**config.mk**
```make
export PLATFORM = sky130hd
export DESIGN_NAME = dma_chan_engine
export DESIGN_NICKNAME = d
export VERILOG_FILES = /design/src/rtl/dce_pkg.sv /design/src/rtl/dce_regs.sv /design/src/rtl/dce_next.sv /design/src/rtl/dce_fsm.sv /design/src/rtl/dma_chan_engine.sv
export SDC_FILE = /design/constraint.sdc
export NUM_CORES = 1
export LEC_CHECK = 0
export ABC_AREA = 1
export CELL_PAD_IN_SITES_DETAIL_PLACEMENT = 0
export CELL_PAD_IN_SITES_GLOBAL_PLACEMENT = 1
export CORE_AREA = 4 4 201 203
export CTS_BUF_LIST = sky130_fd_sc_hd__clkbuf_8
export DETAILED_ROUTE_END_ITERATION = 10
export DIE_AREA = 0 0 205 207
export PLACE_DENSITY = 0.79
export SYNTH_ARGS = -nofsm -noshare
export SYNTH_HDL_FRONTEND = slang
export SYNTH_SLANG_ARGS = --single-unit
```
**constraint.sdc**
```tcl
create_clock -name clk -period 3.1 [get_ports clk]
set_input_delay 0.62 -clock clk [delete_from_list [all_inputs] [get_ports clk]]
set_output_delay 0.62 -clock clk [all_outputs]
set_load 0.01 [all_outputs]
```
**src/rtl/dce_pkg.sv**
```systemverilog
package dce_pkg;

    typedef enum logic [1:0] {
        ST_IDLE = 2'd0,
        ST_RD   = 2'd1,
        ST_WR   = 2'd2,
        ST_UPD  = 2'd3
    } dce_state_e;

    typedef enum logic [1:0] {
        AM_FIXED = 2'd0,
        AM_INC   = 2'd1,
        AM_DEC   = 2'd2,
        AM_BAD   = 2'd3
    } dce_amode_e;

    // control word layout, bit 15 down to bit 0
    typedef struct packed {
        dce_amode_e dst_mode;   // 15:14
        dce_amode_e src_mode;   // 13:12
        logic [1:0] rsv_hi;     // 11:10
        logic       src_dev;    // 9
        logic       dst_dev;    // 8
        logic       rsv7;       // 7
        logic [2:0] size_code;  // 6:4
        logic       rsv3;       // 3
        logic       ie;         // 2
        logic       te;         // 1
        logic       en;         // 0
    } dce_ctrl_t;

    localparam int BYTES_W = 6;

    function automatic logic [BYTES_W-1:0] unit_bytes(input logic [2:0] code);
        case (code)
            3'd0:    unit_bytes = 6'd8;
            3'd2:    unit_bytes = 6'd2;
            3'd3:    unit_bytes = 6'd4;
            3'd4:    unit_bytes = 6'd32;
            default: unit_bytes = 6'd1;
        endcase
    endfunction

    localparam logic [2:0] GLB_RUN = 3'b001;

endpackage

```
**src/rtl/dce_regs.sv**
```systemverilog
module dce_regs
    import dce_pkg::*;
#(
    parameter int REG_W = 32,
    parameter int CNT_W = 24
) (
    input  logic             clk,
    input  logic             rst,
    input  logic             wr_en,
    input  logic [3:0]       off,
    input  logic [REG_W-1:0] wr_data,
    output logic [REG_W-1:0] rd_data,
    input  logic             upd_en,
    input  logic [REG_W-1:0] upd_sar,
    input  logic [REG_W-1:0] upd_dar,
    input  logic [CNT_W-1:0] upd_tcr,
    input  logic             upd_last,
    output logic [REG_W-1:0] sar,
    output logic [REG_W-1:0] dar,
    output logic [CNT_W-1:0] tcr,
    output logic [15:0]      ctrl
);
    localparam logic [1:0] SEL_SAR = 2'd0;
    localparam logic [1:0] SEL_DAR = 2'd1;
    localparam logic [1:0] SEL_TCR = 2'd2;
    localparam logic [1:0] SEL_CTL = 2'd3;

    logic wr_hit;
    assign wr_hit = wr_en && (off[1:0] == 2'b00);

    always_ff @(posedge clk) begin
        if (rst) begin
            sar  <= '0;
            dar  <= '0;
            tcr  <= '0;
            ctrl <= '0;
        end else begin
            // channel write-back has priority over a software write
            if (upd_en)                              sar <= upd_sar;
            else if (wr_hit && off[3:2] == SEL_SAR)  sar <= wr_data;
            if (upd_en)                              dar <= upd_dar;
            else if (wr_hit && off[3:2] == SEL_DAR)  dar <= wr_data;
            if (upd_en)                              tcr <= upd_tcr;
            else if (wr_hit && off[3:2] == SEL_TCR)  tcr <= wr_data[CNT_W-1:0];
            if (wr_hit && off[3:2] == SEL_CTL)       ctrl <= wr_data[15:0];
            if (upd_en && upd_last)                  ctrl[1] <= 1'b1;
        end
    end

    always_comb begin
        case (off[3:2])
            SEL_SAR: rd_data = sar;
            SEL_DAR: rd_data = dar;
            SEL_TCR: rd_data = REG_W'(tcr);
            default: rd_data = REG_W'(ctrl);
        endcase
    end

    // every completed transfer moves the count
    a_r9_count_moves: assert property (@(posedge clk) disable iff (rst)
        upd_en |=> (tcr != $past(tcr)));

endmodule

```
**src/rtl/dce_next.sv**
```systemverilog
module dce_next
    import dce_pkg::*;
#(
    parameter int REG_W = 32,
    parameter int CNT_W = 24
) (
    input  logic [REG_W-1:0]   sar,
    input  logic [REG_W-1:0]   dar,
    input  logic [CNT_W-1:0]   tcr,
    input  dce_amode_e         src_mode,
    input  dce_amode_e         dst_mode,
    input  logic               src_dev,
    input  logic               dst_dev,
    input  logic [2:0]         size_code,
    output logic [REG_W-1:0]   nsar,
    output logic [REG_W-1:0]   ndar,
    output logic [CNT_W-1:0]   ntcr,
    output logic               last,
    output logic [BYTES_W-1:0] bytes
);
    localparam logic [CNT_W:0] FULL_CNT = {1'b1, {CNT_W{1'b0}}};

    function automatic logic [REG_W-1:0] step(input logic [REG_W-1:0] a,
                                              input dce_amode_e m,
                                              input logic dev,
                                              input logic [BYTES_W-1:0] b);
        if (dev) return a;
        case (m)
            AM_INC:  return a + REG_W'(b);
            AM_DEC:  return a - REG_W'(b);
            default: return a;
        endcase
    endfunction

    logic [CNT_W:0] full;
    logic [CNT_W:0] rem;

    assign bytes = unit_bytes(size_code);
    assign nsar  = step(sar, src_mode, src_dev, bytes);
    assign ndar  = step(dar, dst_mode, dst_dev, bytes);
    assign full  = (tcr == '0) ? FULL_CNT : {1'b0, tcr};
    assign rem   = full - 1'b1;
    assign ntcr  = rem[CNT_W-1:0];
    assign last  = (rem == '0);

endmodule

```
**src/rtl/dce_fsm.sv**
```systemverilog
module dce_fsm
    import dce_pkg::*;
#(
    parameter int DATA_W = 32
) (
    input  logic              clk,
    input  logic              rst,
    input  logic              strobe,
    input  logic              runnable,
    input  logic              legal,
    input  logic              src_mem,
    input  logic              dst_mem,
    input  logic              mem_ack,
    input  logic [DATA_W-1:0] mem_rdata,
    output dce_state_e        st,
    output logic              mem_req,
    output logic              mem_write,
    output logic [DATA_W-1:0] mem_wdata,
    output logic              upd_en
);
    always_ff @(posedge clk) begin
        if (rst) begin
            st        <= ST_IDLE;
            mem_wdata <= '0;
        end else begin
            case (st)
                ST_IDLE: if (strobe && runnable && legal)
                    st <= src_mem ? ST_RD : (dst_mem ? ST_WR : ST_UPD);
                ST_RD: if (mem_ack) begin
                    mem_wdata <= mem_rdata;
                    st        <= dst_mem ? ST_WR : ST_UPD;
                end
                ST_WR: if (mem_ack) st <= ST_UPD;
                default: st <= ST_IDLE;
            endcase
        end
    end

    assign mem_req   = (st == ST_RD) || (st == ST_WR);
    assign mem_write = (st == ST_WR);
    assign upd_en    = (st == ST_UPD);

    // a strobe on a channel that may not run leaves it idle
    a_r3_gate_blocks: assert property (@(posedge clk) disable iff (rst)
        (st == ST_IDLE && strobe && !runnable) |=> (st == ST_IDLE));
    // illegal address modes block the start
    a_r6_illegal_blocks: assert property (@(posedge clk) disable iff (rst)
        (st == ST_IDLE && strobe && !legal) |=> (st == ST_IDLE));
    // a request stays up until acknowledged
    a_r7_req_held: assert property (@(posedge clk) disable iff (rst)
        (mem_req && !mem_ack) |=> (mem_req && $stable(mem_write)));

endmodule

```
**src/rtl/dma_chan_engine.sv**
```systemverilog
module dma_chan_engine
    import dce_pkg::*;
#(
    parameter int REG_W = 32,
    parameter int CNT_W = 24
) (
    input  logic               clk,
    input  logic               rst,
    input  logic               cfg_we,
    input  logic [3:0]         cfg_addr,
    input  logic [REG_W-1:0]   cfg_wdata,
    output logic [REG_W-1:0]   cfg_rdata,
    input  logic [2:0]         glb_op,
    input  logic               xfer_strobe,
    output logic               mem_req,
    output logic               mem_write,
    output logic [REG_W-1:0]   mem_addr,
    output logic [BYTES_W-1:0] mem_bytes,
    output logic [REG_W-1:0]   mem_wdata,
    input  logic [REG_W-1:0]   mem_rdata,
    input  logic               mem_ack,
    output logic               irq
);
    logic [REG_W-1:0] sar, dar, nsar, ndar;
    logic [CNT_W-1:0] tcr, ntcr;
    logic [15:0]      ctrl_w;
    dce_ctrl_t        cw;
    logic             last, upd_en, runnable, legal;
    dce_state_e       st;
    logic             unused_ctrl_bits;

    assign cw               = dce_ctrl_t'(ctrl_w);
    assign unused_ctrl_bits = ^{cw.rsv_hi, cw.rsv7, cw.rsv3};
    assign runnable         = cw.en && !cw.te && (glb_op == GLB_RUN);
    assign legal            = (cw.src_mode != AM_BAD) && (cw.dst_mode != AM_BAD);
    assign irq              = cw.ie && cw.te;

    dce_regs #(.REG_W(REG_W), .CNT_W(CNT_W)) u_regs (
        .clk(clk), .rst(rst),
        .wr_en(cfg_we), .off(cfg_addr), .wr_data(cfg_wdata), .rd_data(cfg_rdata),
        .upd_en(upd_en), .upd_sar(nsar), .upd_dar(ndar), .upd_tcr(ntcr),
        .upd_last(last),
        .sar(sar), .dar(dar), .tcr(tcr), .ctrl(ctrl_w)
    );

    dce_next #(.REG_W(REG_W), .CNT_W(CNT_W)) u_next (
        .sar(sar), .dar(dar), .tcr(tcr),
        .src_mode(cw.src_mode), .dst_mode(cw.dst_mode),
        .src_dev(cw.src_dev), .dst_dev(cw.dst_dev), .size_code(cw.size_code),
        .nsar(nsar), .ndar(ndar), .ntcr(ntcr), .last(last), .bytes(mem_bytes)
    );

    dce_fsm #(.DATA_W(REG_W)) u_fsm (
        .clk(clk), .rst(rst), .strobe(xfer_strobe),
        .runnable(runnable), .legal(legal),
        .src_mem(!cw.src_dev), .dst_mem(!cw.dst_dev),
        .mem_ack(mem_ack), .mem_rdata(mem_rdata),
        .st(st), .mem_req(mem_req), .mem_write(mem_write),
        .mem_wdata(mem_wdata), .upd_en(upd_en)
    );

    assign mem_addr = (st == ST_RD) ? sar : dar;

    // the final transfer of a block raises transfer end
    a_r10_te_on_last: assert property (@(posedge clk) disable iff (rst)
        (upd_en && tcr == CNT_W'(1)) |=> cw.te);
    // a device source never produces a read
    a_r8_dev_src_no_read: assert property (@(posedge clk) disable iff (rst)
        (cw.src_dev && $stable(ctrl_w) && st == ST_IDLE) |=> !(mem_req && !mem_write));

endmodule

```
======== Yosys cells after proc, flatten, opt, wreduce, memory -nomap -nowiden ========
Index checks and enable logic that the tools add are counted.
word-level totals
  output and inout port bits .............. 105
  memories ................................ 0
  ROM bits ................................ 0
  flip-flop bits (word level) ............. 138
  word-level logic and storage cells ...... 87
  bits in writable memories ............... 0
  bits in latches ......................... 0
  input bits .............................. 76
operators by class
  divide/modulo/power cells ............... 0
  bitwise operators ....................... 0
  add/subtract/negate cells ............... 5
  shifts and indexed selects .............. 0
  multipliers ............................. 0
  equal/unequal tests ..................... 23
  multiplexer cells ....................... 24
  $lt $le $gt $ge ......................... 0
  reduce and logical (&&, ||, !) cells .... 28
operators with widths
  cell                     count
  $mux W32                 7
  $pmux W32 S2             2
  $pmux W32 S3             1
  $add A32 B6 Y32          2
  $sub A32 B6 Y32          2
  $mux W24                 2
  $logic_not A25 Y1        1
  $mux W25                 1
  $sub A25 B1 Y25 const B  1
  $logic_not A24 Y1        1
  $pmux W6 S4              1
  $eq A2 B2 Y1 const B     6
  $logic_and A1 B1 Y1      12
  $mux W2                  5
  $reduce_and A3 Y1        3
  $eq A2 B1 Y1 const B     4
  $ne A4 B1 Y1 const B     2
  $reduce_bool A2 Y1       4
  $eq A3 B2 Y1 const B     2
  $logic_not A2 Y1         3
  $ne A2 B2 Y1 const B     3
  $ne A3 B3 Y1 const B     2
  $pmux W2 S3              1
  $mux W1                  4
  7 further kinds          8

======== Longest topological paths before layout ========
Gate-level depths: netlist of run 1.
  word-level depth ........................ 7
  depth in mapped cells ................... 18
  gate-level depth less buffers ........... 18

======== Modules after synthesis ========
From an unflattened synthesis of run 1, not the netlist that was laid out.
unflattened totals
  cells, all modules ...................... 2565
  area total of the unflattened synthesis .. 14088.5 um^2
modules (own cells, without submodules)
  module           cells each  times used  area an instance (um^2)  sequential area each (um^2)
  dce_next         1340        1           6392.4                   0.0
  dce_regs         932         1           5706.7                   2082.0
  dce_fsm          171         1           1366.3                   680.7
  dma_chan_engine  122         1           623.1                    0.0

======== Worst setup path before layout of run 1 ========
OpenSTA, ideal clock, no wires.
  path type ............................... reg-to-reg
  start ................................... register u_regs.ctrl[13]
  end ..................................... register u_regs.sar[28]
  arrival ................................. 3068 ps
  cell stages (with the launch flop) ...... 19
  period minus slack after synthesis ...... 3187 ps
  required time ........................... 2981 ps
  slack ................................... -87 ps
  library setup time ...................... 119 ps
  buffers on the path ..................... 0
  path through ............................ dfxtp_1 -> inv_1 -> nor2_1 -> nor2_1 -> a21oi_1 -> inv_1 -> fa_1 -> inv_1 -> nand3_1 -> nand2_1 -> inv_1 -> o21ai_2 -> nand2_1 -> nand2_2 -> nand2_1 -> nand2_1 -> nand2_1 -> nand3_1 -> a21oi_1
on the way
  word-level cells in the longest chain between the ends .. 4
  elaborated cells between the ends (all ways) .. 7
  those cells by class .................... 3 x eq/ne; 3 x mux; 1 x reduce/logical
RTL lines
  element                                       line            RTL
  start: declaration                            dce_regs.sv:21  output logic [15:0] ctrl
  start signal: assignment                      dce_regs.sv:45  if (wr_hit && off[3:2] == SEL_CTL) ctrl <= wr_data[15:0];
  $eq A2 B2 Y1 or $eq A2 B1 Y1 (tied branches)  dce_next.sv:28  case (m)
  $pmux W32 S2                                  dce_next.sv:28
  $mux W32                                      dce_next.sv:28
  $mux W32                                      dce_regs.sv:39  if (upd_en) sar <= upd_sar;
  end signal: assignment                        dce_regs.sv:39
  end signal: assignment                        dce_regs.sv:40  else if (wr_hit && off[3:2] == SEL_SAR) sar <= wr_data;
  end: declaration                              dce_regs.sv:18  output logic [REG_W-1:0] sar,
Several ways; a longest one is shown, not always the timed one. The select of a mux whose other input is x is not followed.
A chain may end at the register's enable or synchronous reset.

======== Worst setup path in the final report of run 1 ========
  start ................................... register u_fsm.st[1]
  end ..................................... output port mem_addr[3]
on the way
  word-level cells in the longest chain between the ends .. 2
RTL lines
  element                   line                   RTL
  start: declaration        dce_fsm.sv:15          output dce_state_e st,
  start signal: assignment  dce_fsm.sv:28          st <= src_mem ? ST_RD : (dst_mem ? ST_WR : ST_UPD);
  start signal: assignment  dce_fsm.sv:31          st <= dst_mem ? ST_WR : ST_UPD;
  $eq A2 B1 Y1              dma_chan_engine.sv:62  assign mem_addr = (st == ST_RD) ? sar : dar;
  $mux W32                  dma_chan_engine.sv:62
  end: declaration          dma_chan_engine.sv:17  output logic [REG_W-1:0] mem_addr,
No other way between the ends.

==> flow_metrics.tcl, run 1 <==
set metrics [dict create \
    relSlewSlack 0.501 \
    synth_compound_area_frac 0.220 \
    setup_viol 0 \
    areaGrowthSynthToFinish_pct 26.3 \
    final_common_cell "nand2_1" \
    first_global_vias 12500 \
    total_power_mw 6.35 \
    grtUsageTotal 0.228 \
    crit_type "reg2out" \
    swShare 0.434 \
    tightest_slew_ps 749 \
    floorplan.initialDensity 0.297 \
    outcome "completed" \
    route.detailed.vias_per_inst 5.17 \
    slew_violations 0 \
    multi_input_area_sq_um 7600 \
    place_congestion 0.998 \
    p_int_mw 3.59 \
    ant_nets 0 \
    cts_setup_buffers 0 \
    reg2reg_to "u_regs.dar[28]$_SDFFE_PP0P_" \
    pwr-share-clk 0.255 \
    wl_per_cell_um 19.2 \
    die_x_um 205 \
    end_kind "output pin" \
    synth.area.mux_share 0 \
    slowest_delay_ps 630 \
    grt_first_pass_wirelength_um 76000 \
    synth-main-ff-cell "dfxtp_1" \
    dieHeight_um 207 \
    whs_ps 460 \
    synth_area_sq_um 11400 \
    start_kind "register" \
    synth_top_area_frac 0.242 \
    cts-htree-levels 4 \
    post_synth_num_cell_types 43 \
    power.combinational.fraction 0.416 \
    io_pins 181 \
    hold_depth 2 \
    final.setup.worst_slack_ps 96.6 \
    final_cell_mix "435 x nand2_1, 229 x nor2_1, 215 x o21ai_0" \
    portBuffers 179 \
    max-vdd-ir-drop_v 0.000328 \
    synth_area_leaders "dfxtp_1 24%, nand2_1 14%, o21ai_0 9.6%" \
    drt_iter0_drc 1254 \
    crit_arrival_ps 2380 \
    critPathSlowestCell "clkdlybuf4s50_1" \
    cap_violations 0 \
    yosysWarningCount 0 \
    cts_tree "yes" \
    synth_enable_flop_cells 0 \
    power_frac_seq 0.329 \
    setup_tns_ps 0 \
    synth_top_family_by_area "simple AND/OR/NAND/NOR gates" \
    fin_crit_sh 0.969 \
    p_leak_nw 6.21 \
    layout_min_cycle_time_ps 3000 \
    hpwl_um 40600 \
    vias 13500 \
    max_freq_mhz 333 \
    drc 0 \
    reg2reg_slack_ps 230 \
    seq_area_sq_um 2760 \
    wl_um 50300 \
    hp-start "u_regs.ctrl[11]$_SDFFE_PP0P_" \
    die_area_sq_um 42400 \
    fill_cells 4268 \
    cp_max_fo 26 \
    clkTransAtPathRegs_ps 100 \
    core_area_sq_um 38500 \
    hold_path.class "reg2reg" \
    diodes 0 \
    ys_ff_latch 138 \
    r2r_cells 16 \
    drive_above_1_share 0.0776 \
    powerDensity_nw_per_um2 440 \
    nNetsFinal 2234 \
    antenna_found_initial 0 \
    critPathRequiredTime_ps 2480 \
    synth_xor_area_frac 0.0130 \
    hold_viol 0 \
    synth_top_cell_by_area "dfxtp_1" \
    worstPathCellList "inv_1, ha_4, o21ai_0, clkdlybuf4s50_1" \
    async_reset_ff_frac 0 \
    power_switching_mw 2.76 \
    syn_avg_cell_area_sq_um 5.98 \
    ys_seq_area_frac 0.242 \
    globalRouteOverflowTotal 0 \
    clock_latency_ps 500 \
    fin_cells 2618 \
    rsz0062_at_grt "true" \
    dp_cells 2586 \
    dr.pass1.iters 6 \
    r2r-start "u_regs.ctrl[6]$_SDFFE_PP0P_" \
    cts_root_buf "clkbuf_8" \
    cts_buffers 17 \
    synth_simple_gate_area_frac 0.347 \
    skew_ps 17.1 \
    cts.sinks 138 \
    grt_max_degree 61 \
    place_worst_setup_slack_ps -287 \
    synthAdderAreaFrac 0.0791 \
    clk_path_buf_depth 2 \
    rows 72 \
    whs_endpoint "u_regs.ctrl[11]$_SDFFE_PP0P_" \
    syn_nets 2058 \
    netlist_instances 1911 \
]
==> power by group through the flow <==
stage | sequential, mW | clock (mW) | combinational, mW
floorplan | 2.12 | 0 | 1.57
global placement | 2.13 | 0 | 2.59
detailed placement | 2.13 | 0 | 2.59
CTS | 2.09 | 1.65 | 2.62
global route | 2.12 | 1.73 | 2.91
finish | 2.09 | 1.62 | 2.64
==> worst max-delay path: cells and delay by family, from the launching register on <==
kind,cells,cell delay [ps]
AOI/OAI and AO/OA,1,410
adders and majority gates,1,280
buffers and inverters,2,760
DFF,1,430
==> cell type report <==
cell class,instances,share of cell area
Sequential cell,138,0.191
Clock inverter,15,0.0117
Tap cell,518,0.0449
Multi-Input combinational cell,1482,0.526
Timing Repair Buffer,226,0.152
Inverter,222,0.0577
Clock buffer,17,0.0162
==> per-layer routing <==
layer / vias up / global-route usage / routed length (um)
met5: - / 0 / 0
met4: 0 / 0.0594 / 1250
met3: 50 / 0.0396 / 3510
met2: 538 / 0.357 / 21900
met1: 6208 / 0.325 / 23600
li1: 6729 / - / -
==> through the flow <==
| stage | utilization | cell area, sq um |
|---|---|---|
| 2_1_floorplan | - | 11400 |
| 5_1_grt | 0.375 | 14400 |
| 3_5_place_dp | 0.364 | 14000 |
| 6_report | 0.375 | 14400 |
| 3_3_place_gp | 0.364 | 14000 |
| 4_1_cts | 0.374 | 14400 |
==> cells by family (layout without fill, tap and decap cells) <==
group | count (synthesis) | after routing
AND/OR/NAND/NOR | 923 | 923
buffers and inverters | 291 | 480
XOR/XNOR | 17 | 17
other | 1 | 1
adder cells (fa/ha/maj) | 71 | 71
AO/OA/AOI/OAI | 470 | 470
flip-flops | 138 | 138
==> worst max-delay path by stage <==
stage,to,cells after the start,startpoint
global route,mem_addr[6],5,u_fsm.st[1]$_SDFFE_PP0P_
CTS,mem_addr[12],4,u_fsm.st[1]$_SDFFE_PP0P_
finish,mem_addr[3],4,u_fsm.st[1]$_SDFFE_PP0P_
detailed placement,cfg_rdata[7],6,cfg_addr[2]
global placement,cfg_rdata[7],6,cfg_addr[2]
floorplan,u_regs.sar[28]$_SDFFE_PP0P_,18,u_regs.ctrl[13]$_SDFFE_PP0P_
==> synthesized netlist by cell type (3+ instances only) <==
cell / number
o21ai_1: 9
inv_2: 14
a31oi_1: 50
nand2_1: 438
nor3_1: 15
or2_1: 4
o21ai_0: 219
o22ai_1: 16
or2_2: 15
inv_1: 207
nand3_1: 142
ha_1: 69
nor2_2: 13
nor2_4: 5
a221oi_1: 3
clkbuf_1: 48
xor2_1: 17
a21oi_1: 152
buf_2: 14
nand3b_1: 10
buf_1: 5
dfxtp_1: 138
o21a_1: 4
nand4_1: 22
nor3_2: 6
nor2_1: 232
o221ai_1: 7
nand2_2: 12
o21bai_1: 4
nor4_1: 4
==> state kept, by name, summed over array words and instances (netlist names) <==
| register | cells |
|---|---|
| u_fsm.mem_wdata | 32 |
| u_fsm.st | 2 |
| u_regs.ctrl | 16 |
| u_regs.dar | 32 |
| u_regs.sar | 32 |
| u_regs.tcr | 24 |
==> repair_timing <==
item / 4_1_cts / 5_1_grt
gates resized for setup: 13 / 14
hold endpoints to repair: 0 / 0
setup endpoints to repair: 64 / 28
hold buffers: 0 / 0
Power figures use the tool's default switching activity.
==> run 2, diff against run 1 <==
PLACE_DENSITY = 0.76   (was 0.79)
clock period = 3.6 ns   (was 3.1 ns; I/O delays follow)
==> run 2 against run 1 <==
Compared with the run above:
- clock power decreased by 15%
- register-to-register slack improved by 400 ps
- total power down 15%
- via count shrank 0.16%
- critical path type is now in2out
- combinational power fell by 16%
==> flow_metrics.tcl, run 2 (synthesis results as in run 1) <==
set metrics [dict create \
    critPathSlowestCell "clkdlybuf4s50_1" \
    first_global_vias 12300 \
    worstPathCellList "clkdlybuf4s50_1, nand2_1, buf_4, inv_1, nand2_1, o2111ai_1, clkdlybuf4s50_1" \
    final_common_cell "nand2_1" \
    wl_met1_um 22700 \
    nNetsFinal 2218 \
    cts_buffers 17 \
    wl_met3_um 4240 \
    io_pins 181 \
    vias 13500 \
    r2r-start "u_regs.ctrl[5]$_SDFFE_PP0P_" \
    hold_viol 0 \
    portBuffers 179 \
    grt_max_degree 118 \
    max-vdd-ir-drop_v 0.000263 \
    rsz0062_at_grt "false" \
    die_area_sq_um 42400 \
    antenna_found_initial 1 \
    setup_tns_ps 0 \
    dieHeight_um 207 \
    cp_top_family "buffers and inverters" \
    crit_type "in2out" \
    drive_above_1_share 0.0667 \
    cts-htree-levels 4 \
    drc 0 \
    max_freq_mhz 283 \
    p_leak_nw 6.03 \
    reg_top3 "u_fsm.mem_wdata (32), u_regs.dar (32), u_regs.sar (32)" \
    place_congestion 0.938 \
    powerDensity_nw_per_um2 378 \
    slowest_delay_ps 640 \
    areaGrowthSynthToFinish_pct 25.2 \
    critPathRequiredTime_ps 2880 \
    end_kind "output pin" \
    cp-startpoint "cfg_addr[2]" \
    clock_latency_ps 480 \
    cts_tree "yes" \
    ant_nets 0 \
    relSlewSlack 0.585 \
    reg2reg_slack_ps 630 \
    skew_ps 20.3 \
    wl_um 49800 \
    cts_hold_buf 0 \
    route.detailed.vias_per_inst 5.19 \
    clkTransAtPathRegs_ps 100 \
    final_core_util 0.372 \
    fin_crit_sh 0.980 \
    rows 72 \
    hold_path.class "reg2reg" \
    cts_root_buf "clkbuf_8" \
    hp-start "u_regs.ctrl[11]$_SDFFE_PP0P_" \
    floorplan.initialDensity 0.297 \
    core_area_sq_um 38500 \
    critPathBufInv 4 \
    tightest_slew_ps 616 \
    diodes 0 \
    outcome "completed" \
    cts_setup_buffers 0 \
    grt_first_pass_wirelength_um 74700 \
    wl_per_cell_um 19.1 \
    die_x_um 205 \
    hpwl_um 40100 \
    clk_path_buf_depth 2 \
    drt_iter0_drc 1243 \
    cap_violations 0 \
    final_cell_mix "438 x nand2_1, 230 x nor2_1, 218 x o21ai_0" \
    cp_max_fo 7 \
    crit_arrival_ps 2810 \
    cts.sinks 138 \
    met2_length_um 21800 \
    dr.max_layer_used "met5" \
    grtUsageTotal 0.224 \
    slew_violations 0 \
    start_kind "input port" \
    dr.pass1.iters 5 \
    layout_min_cycle_time_ps 3530 \
    setup_viol 0 \
    globalRouteOverflowTotal 0 \
]
-- run 2: changes by cell type in the layout (fill, tap and decap cells not counted), sizes merged --
| cell | change |
|---|---|
| clkbuf | -1 |
| dlygate4sd2 | -6 |
| bufinv | -1 |
| clkinv | +5 |
| dlymetal6s2s | -4 |
| buf | -16 |
| clkdlybuf4s50 | +11 |
| inv | -4 |
-- run 2: final cells by class --
type	count	area, sq um
clock inverters	15	196
flip-flops and latches	138	2760
clock buffers	17	234
fillers	4301	24200
inverters	222	833
well taps	518	648
repair buffers	210	2060
multi-input cells	1482	7570
-- run 2: report_power, final --
group | internal, mW | switching, mW
sequential | 1.67 | 0.134
combinational | 0.815 | 1.41
clock | 0.543 | 0.834
-- run 2: metal layers --
layer,GRT usage,up-vias
li1,-,6704
met1,0.317,6179
met2,0.349,557
met3,0.0505,62
met4,0.0487,2
met5,0,-
-- run 2: path summary, 6_finish.rpt --
path	to	cells past startpoint
worst max-delay path	cfg_rdata[3]	7
worst min-delay path	u_regs.ctrl[11]$_SDFFE_PP0P_	2
worst max register to register	u_regs.sar[22]$_SDFFE_PP0P_	16
worst min register to register	u_regs.ctrl[11]$_SDFFE_PP0P_	2
-- run 2: through the flow --
stage	area, sq um	power, mW	worst slack (ps)	instances	hold WS, ps
2_1_floorplan	11400	3.17	413	1911	425
3_3_place_gp	13900	4.02	155	2570	455
3_5_place_dp	13900	4.03	121	2570	453
4_1_cts	14300	5.40	49.5	2602	469
5_1_grt	14300	5.74	20.9	2602	496
6_report	14300	5.41	70.5	2602	466
-- run 2: worst min-delay path: stages (launching register included) --
cell	delay (ps)
dfxtp_1	310
inv_1	60
a21oi_1	60
-- run 2: repair_timing --
item                                    4_1_cts  5_1_grt
endpoints found under the hold margin         0        0
endpoints found under the setup margin        1       19
gates resized for setup                       1        1
